File: src/rtl/dbb_pkg.sv
package dbb_pkg;
  typedef enum logic [2:0] {
    ST_IDLE,  // arbitration point
    ST_RCD,   // row open, waiting before first column
    ST_CSET,  // CAS high, column address and data set up
    ST_CLO,   // CAS low
    ST_PRE,   // RAS precharge
    ST_REF    // RAS-only refresh, RAS low
  } dbb_state_e;
endpackage

File: src/rtl/dbb_refresh_timer.sv
module dbb_refresh_timer #(
  parameter int INTERVAL = 3000,
  parameter int ROW_W    = 8
) (
  input  logic             clk,
  input  logic             rst,
  input  logic             ack,
  output logic             due,
  output logic [ROW_W-1:0] row
);
  localparam int CW = (INTERVAL > 1) ? $clog2(INTERVAL) : 1;

  logic [CW-1:0] tick;
  logic          wrap;

  assign wrap = (tick == CW'(INTERVAL - 1));

  always_ff @(posedge clk) begin
    if (rst) begin
      tick <= '0;
      due  <= 1'b0;
      row  <= '0;
    end else begin
      tick <= wrap ? '0 : tick + 1'b1;
      if (wrap)     due <= 1'b1;
      else if (ack) due <= 1'b0;
      if (ack) row <= row + 1'b1;
    end
  end
endmodule

File: src/rtl/dbb_addr_mux.sv
module dbb_addr_mux #(
  parameter int DRAM_AW = 9,
  parameter int BSEL_W  = 3,
  parameter int CPU_AW  = 2 * DRAM_AW - BSEL_W
) (
  input  logic [CPU_AW-1:0]  byte_addr,
  input  logic [BSEL_W-1:0]  bit_idx,
  input  logic               pick_col,
  output logic [DRAM_AW-1:0] mux_addr
);
  localparam int LOW_W = DRAM_AW - BSEL_W;

  logic [DRAM_AW-1:0] row_half;
  logic [DRAM_AW-1:0] col_half;

  assign row_half = byte_addr[CPU_AW-1 -: DRAM_AW];
  assign col_half = {byte_addr[LOW_W-1:0], bit_idx};
  assign mux_addr = pick_col ? col_half : row_half;
endmodule

File: src/rtl/dbb_bit_select.sv
module dbb_bit_select #(
  parameter int BSEL_W = 3,
  parameter int BYTE_W = 2 ** BSEL_W
) (
  input  logic [BYTE_W-1:0] byte_in,
  input  logic [BSEL_W-1:0] idx,
  output logic              bit_out
);
  logic [BYTE_W-1:0] hit;

  for (genvar g = 0; g < BYTE_W; g++) begin : g_lane
    assign hit[g] = byte_in[g] & (idx == BSEL_W'(g));
  end

  assign bit_out = |hit;
endmodule

File: src/rtl/dram_bitbyte_ctrl.sv
module dram_bitbyte_ctrl
  import dbb_pkg::*;
#(
  parameter int DRAM_AW      = 9,
  parameter int BSEL_W       = 3,
  parameter int BYTE_W       = 2 ** BSEL_W,
  parameter int CPU_AW       = 2 * DRAM_AW - BSEL_W,
  parameter int REF_ROW_W    = 8,
  parameter int T_RCD        = 2,
  parameter int T_CAS        = 2,
  parameter int T_CP         = 2,
  parameter int T_RP         = 2,
  parameter int T_RAS        = 3,
  parameter int REF_INTERVAL = 3000
) (
  input  logic               clk,
  input  logic               rst,
  input  logic               cpu_req,
  input  logic               cpu_we,
  input  logic [CPU_AW-1:0]  cpu_addr,
  input  logic [BYTE_W-1:0]  cpu_wdata,
  output logic [BYTE_W-1:0]  cpu_rdata,
  output logic               cpu_wait,
  output logic [DRAM_AW-1:0] dram_addr,
  output logic               dram_ras_n,
  output logic               dram_cas_n,
  output logic               dram_we_n,
  output logic               dram_din,
  input  logic               dram_dout
);
  localparam int T_A   = (T_RCD > T_CAS) ? T_RCD : T_CAS;
  localparam int T_B   = (T_CP > T_RP) ? T_CP : T_RP;
  localparam int T_C   = (T_A > T_B) ? T_A : T_B;
  localparam int T_MAX = (T_C > T_RAS) ? T_C : T_RAS;
  localparam int TCW   = $clog2(T_MAX + 1);
  localparam logic [BSEL_W-1:0] LAST_BIT = BSEL_W'(BYTE_W - 1);

  dbb_state_e          state;
  logic [TCW-1:0]      tcnt;
  logic [BSEL_W-1:0]   bit_idx;
  logic [BSEL_W-1:0]   nxt_idx;
  logic [CPU_AW-1:0]   lat_addr;
  logic [BYTE_W-1:0]   lat_wdata;
  logic                lat_we;
  logic [BYTE_W-2:0]   assem;
  logic                ref_due;
  logic                ref_ack;
  logic [REF_ROW_W-1:0] ref_row;
  logic [DRAM_AW-1:0]  row_addr;
  logic [DRAM_AW-1:0]  col_addr;
  logic                nxt_din;
  logic                tdone;

  assign tdone   = (tcnt == '0);
  assign nxt_idx = (state == ST_RCD) ? '0 : bit_idx + 1'b1;
  assign ref_ack = (state == ST_IDLE) && ref_due;

  dbb_refresh_timer #(
    .INTERVAL (REF_INTERVAL),
    .ROW_W    (REF_ROW_W)
  ) ref_i (
    .clk (clk),
    .rst (rst),
    .ack (ref_ack),
    .due (ref_due),
    .row (ref_row)
  );

  dbb_addr_mux #(
    .DRAM_AW (DRAM_AW),
    .BSEL_W  (BSEL_W),
    .CPU_AW  (CPU_AW)
  ) row_mux_i (
    .byte_addr (lat_addr),
    .bit_idx   (nxt_idx),
    .pick_col  (1'b0),
    .mux_addr  (row_addr)
  );

  dbb_addr_mux #(
    .DRAM_AW (DRAM_AW),
    .BSEL_W  (BSEL_W),
    .CPU_AW  (CPU_AW)
  ) col_mux_i (
    .byte_addr (lat_addr),
    .bit_idx   (nxt_idx),
    .pick_col  (1'b1),
    .mux_addr  (col_addr)
  );

  dbb_bit_select #(
    .BSEL_W (BSEL_W),
    .BYTE_W (BYTE_W)
  ) wsel_i (
    .byte_in (lat_wdata),
    .idx     (nxt_idx),
    .bit_out (nxt_din)
  );

  always_ff @(posedge clk) begin
    if (rst) begin
      state      <= ST_PRE;
      tcnt       <= TCW'(T_RP - 1);
      bit_idx    <= '0;
      lat_addr   <= '0;
      lat_wdata  <= '0;
      lat_we     <= 1'b0;
      assem      <= '0;
      cpu_rdata  <= '0;
      cpu_wait   <= 1'b0;
      dram_addr  <= '0;
      dram_ras_n <= 1'b1;
      dram_cas_n <= 1'b1;
      dram_we_n  <= 1'b1;
      dram_din   <= 1'b0;
    end else begin
      if (cpu_req && !cpu_wait) begin
        lat_addr  <= cpu_addr;
        lat_wdata <= cpu_wdata;
        lat_we    <= cpu_we;
        cpu_wait  <= 1'b1;
      end

      unique case (state)
        ST_IDLE: begin
          if (ref_due) begin
            dram_addr  <= {{(DRAM_AW - REF_ROW_W){1'b0}}, ref_row};
            dram_ras_n <= 1'b0;
            tcnt       <= TCW'(T_RAS - 1);
            state      <= ST_REF;
          end else if (cpu_wait) begin
            dram_addr  <= row_addr;
            dram_ras_n <= 1'b0;
            dram_we_n  <= !lat_we;
            bit_idx    <= '0;
            tcnt       <= TCW'(T_RCD - 1);
            state      <= ST_RCD;
          end
        end
        ST_RCD: begin
          if (tdone) begin
            dram_addr <= col_addr;
            dram_din  <= nxt_din;
            tcnt      <= TCW'(T_CP - 1);
            state     <= ST_CSET;
          end else begin
            tcnt <= tcnt - 1'b1;
          end
        end
        ST_CSET: begin
          if (tdone) begin
            dram_cas_n <= 1'b0;
            tcnt       <= TCW'(T_CAS - 1);
            state      <= ST_CLO;
          end else begin
            tcnt <= tcnt - 1'b1;
          end
        end
        ST_CLO: begin
          if (tdone) begin
            dram_cas_n <= 1'b1;
            if (bit_idx == LAST_BIT) begin
              dram_ras_n <= 1'b1;
              dram_we_n  <= 1'b1;
              cpu_wait   <= 1'b0;
              if (!lat_we) cpu_rdata <= {dram_dout, assem};
              tcnt       <= TCW'(T_RP - 1);
              state      <= ST_PRE;
            end else begin
              assem     <= {dram_dout, assem[BYTE_W-2:1]};
              bit_idx   <= nxt_idx;
              dram_addr <= col_addr;
              dram_din  <= nxt_din;
              tcnt      <= TCW'(T_CP - 1);
              state     <= ST_CSET;
            end
          end else begin
            tcnt <= tcnt - 1'b1;
          end
        end
        ST_REF: begin
          if (tdone) begin
            dram_ras_n <= 1'b1;
            tcnt       <= TCW'(T_RP - 1);
            state      <= ST_PRE;
          end else begin
            tcnt <= tcnt - 1'b1;
          end
        end
        ST_PRE: begin
          if (tdone) state <= ST_IDLE;
          else       tcnt  <= tcnt - 1'b1;
        end
        default: state <= ST_IDLE;
      endcase
    end
  end
endmodule

File: config.mk
export PLATFORM = sky130hd
export DESIGN_NAME = dram_bitbyte_ctrl
export DESIGN_NICKNAME = d
export VERILOG_FILES = /design/src/rtl/dbb_pkg.sv /design/src/rtl/dbb_refresh_timer.sv /design/src/rtl/dbb_addr_mux.sv /design/src/rtl/dbb_bit_select.sv /design/src/rtl/dram_bitbyte_ctrl.sv
export SDC_FILE = /design/constraint.sdc
export NUM_CORES = 1
export LEC_CHECK = 0
export ABC_AREA = 1
export BUFFER_PORTS_ARGS = -buffer_cell sky130_fd_sc_hd__buf_2
export CAP_MARGIN = 20
export CORE_MARGIN = 3
export CORE_UTILIZATION = 52
export DETAILED_ROUTE_END_ITERATION = 12
export PLACE_DENSITY = 0.76
export RECOVER_POWER = 100
export SLEW_MARGIN = 20
export SYNTH_ARGS = -nofsm -noshare
export SYNTH_HDL_FRONTEND = slang
export SYNTH_SLANG_ARGS = --single-unit
File: constraint.sdc
create_clock -name clk -period 1.55 [get_ports clk]
set_input_delay 0.31 -clock clk [delete_from_list [all_inputs] [get_ports clk]]
set_output_delay 0.31 -clock clk [all_outputs]
set_load 0.1 [all_outputs]
==> impl_metrics.json, run 1 <==
{
  "ys_warn_count": 0,
  "synth_edf_count": 0,
  "clk_pin_slew_ns": 0.11,
  "antenna_cells": 0,
  "async_flop_share_pct": 0,
  "gr-usage-met3_pct": 3.48,
  "io_pins": 50,
  "worstSetupPathType": "register to register",
  "rows": 30,
  "seq_area_frac_synth_pct": 43.5,
  "min_path_type": "input pin to register",
  "fin_nets": 616,
  "cts_tree": "done",
  "vias": 3525,
  "r2r_cells": 9,
  "postCtsHoldBufs": 0,
  "io_buffers": 49,
  "drc_errors": 0,
  "relSlewSlack_pct": 52.0,
  "viasPerCell": 5.16,
  "ir_drop_mv": 0.841,
  "cts_num_sinks": 82,
  "syn-cell-area_sq_um": 3770,
  "clk_latency_ns": 0.37,
  "dieArea_sq_um": 8310,
  "cp_data_required_time_ns": 1.85,
  "drv_cap": 0,
  "p_per_area_nw_per_um2": 1580,
  "cp_max_fo": 6,
  "cp-end-kind": "register",
  "clockBufferDepth": 2,
  "drtAntennaViolNets": 0,
  "worst_setup_path_start_kind": "register",
  "status": "finished with violations",
  "die_w_um": 91.2,
  "die_h_um": 91.2,
  "r2r-start": "bit_idx[0]",
  "use_met1_pct": 26.3,
  "numCtsBuffers": 9,
  "drive_gt1_share_pct": 24.4,
  "gp_congestion": 0.884,
  "drt_iter0_drc": 266,
  "maxSlewViolCount": 0,
  "fin_ws_ns": -0.0299,
  "fillers": 616,
  "syn-instance-count": 521,
  "first_pass_iters": 4,
  "first_global_vias": 3117,
  "core_area_sq_um": 6910,
  "rsz0062_at_grt": "true",
  "syn_nets": 555,
  "tightest_slew_ns": 0.720,
  "finalHoldViolCount": 0,
  "finalWirelength_um": 8740,
  "holdPathEnd": "lat_wdata[0]",
  "wl_per_cell_um": 12.8,
  "timing.rr.end": "dram_addr[4]",
  "synthToLayoutAreaGrowth_pct": 19.1,
  "crit_arrival_ns": 1.88,
  "finalCriticalPeriod_ns": 1.58,
  "finalClockSkew_ns": 0.0217,
  "cts_root_buffer": "clkbuf_8",
  "synth.distinct_cells": 40,
  "leakage_uw": 0.00201,
  "dpl.hpwl_um": 6000,
  "violations": "setup timing",
  "holdWs_ns": 0.185,
  "hold_start": "cpu_wdata[0]",
  "placed_area_sq_um": 4150,
  "antenna_found_initial": 0,
  "period_share_pct": 102,
  "grt_max_degree": 49,
  "gr-max-usage-layer": "met2",
  "ys.flop_type": "dfxtp_1",
  "floorplan.initialDensity_pct": 54.6,
  "syn-mean-instance-area_sq_um": 7.24,
  "setup_viol": 5,
  "hold_depth": 3,
  "final_cell_mix": "nor2_1 (128), dfxtp_1 (77), nand2_1 (76), o21ai_0 (53), buf_2 (49)",
  "pre_cts_ws_ns": -0.00445,
  "grt_pass1_wl_um": 14200,
  "final_area_sq_um": 4490,
  "r2r_slack_ns": -0.03,
  "grt-ovfl-total": 0,
  "synth_seq_cells": 82,
  "p_total_uw": 7080,
  "gr-usage-met2_pct": 34.8,
  "fmax_mhz": 633,
  "htreeDepth": 3,
  "grt_use_total_pct": 20.8,
  "post-route-util_pct": 65.1,
  "mostFrequentLayoutCell": "nor2_1"
}
[worst max-delay path, cell delays in order, from the launching register on]
cell and delay, ns:
dfxtp_2 0.35, ha_4 0.16, ha_4 0.17, nor2_4 0.19, nor2_4 0.05, nor2_4 0.22, nand2_8 0.12, inv_4 0.09
nor2_1 0.05, nor2_1 0.11
[worst max path at each step]
stage	start	end	slack, ns
2_1_floorplan	cpu_wait	lat_addr[10]	0.06
3_3_place_gp	bit_idx[0]	dram_addr[4]	0.07
3_5_place_dp	bit_idx[0]	dram_addr[5]	-0.004
4_1_cts	bit_idx[0]	dram_addr[5]	0.02
5_1_grt	bit_idx[0]	dram_addr[4]	-0.10
6_report	bit_idx[0]	dram_addr[4]	-0.03
[cells by family (layout without fill, tap and decap cells)]
| kind of cell | Yosys count | count (layout) | share of synthesized area (%) |
|---|---|---|---|
| AND/OR/NAND/NOR | 270 | 271 | 33.1 |
| adder cells (fa/ha/maj) | 6 | 6 | 1.99 |
| buffers and inverters | 62 | 127 | 6.77 |
| XOR/XNOR | 3 | 3 | 0.697 |
| flip-flops | 82 | 82 | 43.5 |
| multiplexers | 1 | 1 | 0.265 |
| AO/OA/AOI/OAI | 97 | 97 | 13.7 |
[metal layers]
layer | vias up | routed length [um]
li1 | 1799 | -
met2 | 80 | 4290
met5 | - | 0
met4 | 0 | 218
met1 | 1629 | 3800
met3 | 17 | 432
[flip-flops by register name, indices dropped and copies added, names as in the netlist]
name	flops
assem	7
bit_idx	3
cpu_rdata	8
cpu_wait	1
dram_addr	9
dram_cas_n	1
dram_din	1
dram_ras_n	1
dram_we_n	1
lat_addr	15
lat_wdata	8
lat_we	1
ref_i.due	1
ref_i.row	8
ref_i.tick	12
state	3
tcnt	2
[report_power, final]
part / internal [uW] / total, uW / switching, uW
sequential: 2370 / 2560 / 191
clock: 597 / 1440 / 846
combinational: 875 / 3080 / 2200
[cell type report]
class / count / area (sq um) / share of cell area [%]
Sequential cell: 82 / 1650 / 36.7
Tap cell: 96 / 120 / 2.67
Clock inverter: 6 / 48.8 / 1.09
Timing Repair Buffer: 65 / 375 / 8.35
Clock buffer: 10 / 128 / 2.84
Inverter: 45 / 179 / 3.98
Multi-Input combinational cell: 378 / 1990 / 44.2
Timing Repair inverter: 1 / 6.26 / 0.139
[timing repair]
| action | in CTS | in global routing |
|---|---|---|
| setup endpoints to repair | 5 | 34 |
| pin swaps | 1 | 9 |
| buffers inserted | 0 | 5 |
| gates cloned | 0 | 2 |
| gates resized for setup | 3 | 40 |
[Yosys cell counts, types with 2 or more instances]
master | instances | area share, %
a21o_1 | 3 | 0.60
a21oi_1 | 20 | 2.7
a21oi_2 | 2 | 0.46
buf_2 | 6 | 0.80
clkbuf_1 | 9 | 0.90
dfxtp_1 | 82 | 44
ha_1 | 6 | 2.0
inv_1 | 35 | 3.5
inv_2 | 7 | 0.70
nand2_1 | 78 | 7.8
nand2_2 | 5 | 0.83
nand2_4 | 5 | 1.5
nand3_1 | 19 | 2.5
nand4_1 | 8 | 1.3
nor2_1 | 127 | 13
nor2_2 | 4 | 0.66
nor2_4 | 6 | 1.8
nor2_8 | 2 | 1.1
nor3_1 | 9 | 1.2
nor3_2 | 2 | 0.53
o21ai_0 | 62 | 8.2
o21ai_1 | 4 | 0.53
o21ai_2 | 2 | 0.46
xnor2_1 | 2 | 0.46
[stage by stage]
step | cells | setup TNS (ns)
floorplan | 521 | 0
global placement | 660 | 0
detailed placement | 660 | -0.00445
CTS | 676 | 0
global route | 683 | -0.831
finish | 683 | -0.0487
(Power assumes the default switching activity.)
==> run 2, diff against run 1 <==
Settings changed: TNS_END_PERCENT from default to 10.
==> impl_metrics.json, run 2 (same netlist as run 1, synthesis figures left out) <==
{
  "crit_arrival_ns": 1.87,
  "r2r_cells": 9,
  "final_area_sq_um": 4480,
  "status": "finished with violations",
  "first_global_vias": 3117,
  "placed_area_sq_um": 4150,
  "leakage_uw": 0.00199,
  "postCtsHoldBufs": 0,
  "fmax_mhz": 637,
  "cp_data_required_time_ns": 1.85,
  "holdPathEnd": "lat_wdata[0]",
  "setup_viol": 2,
  "ir_drop_mv": 0.841,
  "largestRegisters": "lat_addr x15, ref_i.tick x12, dram_addr x9",
  "timing.rr.end": "dram_addr[4]",
  "htreeDepth": 3,
  "finalCriticalPeriod_ns": 1.57,
  "regMostFlops": "lat_addr",
  "rows": 30,
  "cts_root_buffer": "clkbuf_8",
  "largest_reg_flops": 15,
  "grt_pass1_wl_um": 14200,
  "period_share_pct": 101,
  "mostFrequentLayoutCell": "nor2_1",
  "drt_iter0_drc": 253,
  "worstSetupPathType": "register to register",
  "violations": "setup timing",
  "finalClockSkew_ns": 0.0149,
  "grt_use_total_pct": 20.8,
  "numCtsBuffers": 9,
  "io_pins": 50,
  "synthToLayoutAreaGrowth_pct": 18.7,
  "grt-ovfl-total": 0,
  "cp_max_fo": 6,
  "antenna_cells": 0,
  "wl_per_cell_um": 12.7,
  "r2r-start": "bit_idx[0]",
  "grt_max_degree": 49,
  "core_area_sq_um": 6910,
  "fin_nets": 614,
  "r2r_slack_ns": -0.02,
  "tightest_slew_ns": 0.731,
  "antenna_found_initial": 0,
  "clk_latency_ns": 0.36,
  "die_h_um": 91.2,
  "worst_setup_path_start_kind": "register",
  "cp-end-kind": "register",
  "gp_congestion": 0.884,
  "clk_pin_slew_ns": 0.10,
  "hold_depth": 3,
  "drc_errors": 0,
  "p_per_area_nw_per_um2": 1570,
  "vias": 3481,
  "rsz0062_at_grt": "true",
  "final_cell_mix": "nor2_1 (127), dfxtp_1 (77), nand2_1 (75), o21ai_0 (53), buf_2 (49)",
  "maxSlewViolCount": 0,
  "clockBufferDepth": 2,
  "cts_tree": "done",
  "drtAntennaViolNets": 0,
  "drive_gt1_share_pct": 24.4,
  "dieArea_sq_um": 8310,
  "fin_ws_ns": -0.0201,
  "floorplan.initialDensity_pct": 54.6,
  "viasPerCell": 5.11,
  "io_buffers": 49,
  "cts_num_sinks": 82,
  "pre_cts_ws_ns": -0.00445,
  "dpl.hpwl_um": 6000,
  "min_path_type": "input pin to register",
  "relSlewSlack_pct": 51.2,
  "hold_start": "cpu_wdata[0]",
  "first_pass_iters": 4,
  "finalWirelength_um": 8650,
  "drv_cap": 0,
  "finalHoldViolCount": 0,
  "die_w_um": 91.2
}
run 2: cell count changes in the layout (fill, tap and decap cells not counted), sizes merged:
cell    previous run  this run
buf               63        62
clkbuf            12        11
clkinv             2         3
inv               47        46
run 2: worst max-delay path: stages (launching register included):
cell and delay (ns):
dfxtp_2 0.35, ha_4 0.16, ha_4 0.17, nor2_4 0.18
nor2_4 0.05, nor2_4 0.23, nand2_8 0.12, inv_4 0.09
nor2_1 0.05, nor2_1 0.11
run 2: metal layers:
layer	part of all wire, %	global-route usage [%]	wire, um
met1	45	26.3	3880
met2	49	34.8	4260
met3	3.4	3.48	297
met5	0	0	0
met4	2.5	9.30	216
run 2: cell type report:
type	instances	area [sq um]
clock buffer	10	128
multi-input combinational	378	1990
clock inverter	6	48.8
inverter	45	180
timing repair inverter	1	6.26
tap	96	120
timing repair buffer	63	360
fill	619	2430
sequential	82	1650
run 2: power by group:
group	switching, uW	leakage (uW)	total, uW	internal, uW
Combinational	2200	0.00124	3050	846
Sequential	190	0.000672	2560	2370
Clock	832	0.0000795	1430	596
run 2: stage by stage:
stage	TNS [ns]	total power [uW]	std cells	hold WS [ns]	util [%]
floorplan	0	4820	521	0.418	-
global placement	0	5290	660	0.433	60.1
detailed placement	-0.00445	5360	660	0.439	60.1
CTS	0	6770	676	0.195	62.7
global route	-0.796	7420	681	0.203	64.9
finish	-0.0241	7040	681	0.194	64.9
run 2: worst max path at each step:
stage,end,startpoint,cells past startpoint,slack [ns]
floorplan,lat_addr[10],cpu_wait,6,0.06
global placement,dram_addr[4],bit_idx[0],8,0.07
detailed placement,dram_addr[5],bit_idx[0],8,-0.004
CTS,dram_addr[5],bit_idx[0],8,0.02
global route,dram_addr[4],bit_idx[0],9,-0.10
finish,dram_addr[4],bit_idx[0],9,-0.02
run 2: timing repair:
action | in CTS | in global routing
pin swaps | 1 | 7
setup endpoints to repair | 5 | 34
endpoints found under the hold margin | 0 | 0
buffers inserted | 0 | 3
gates cloned | 0 | 2
resized for setup | 3 | 38
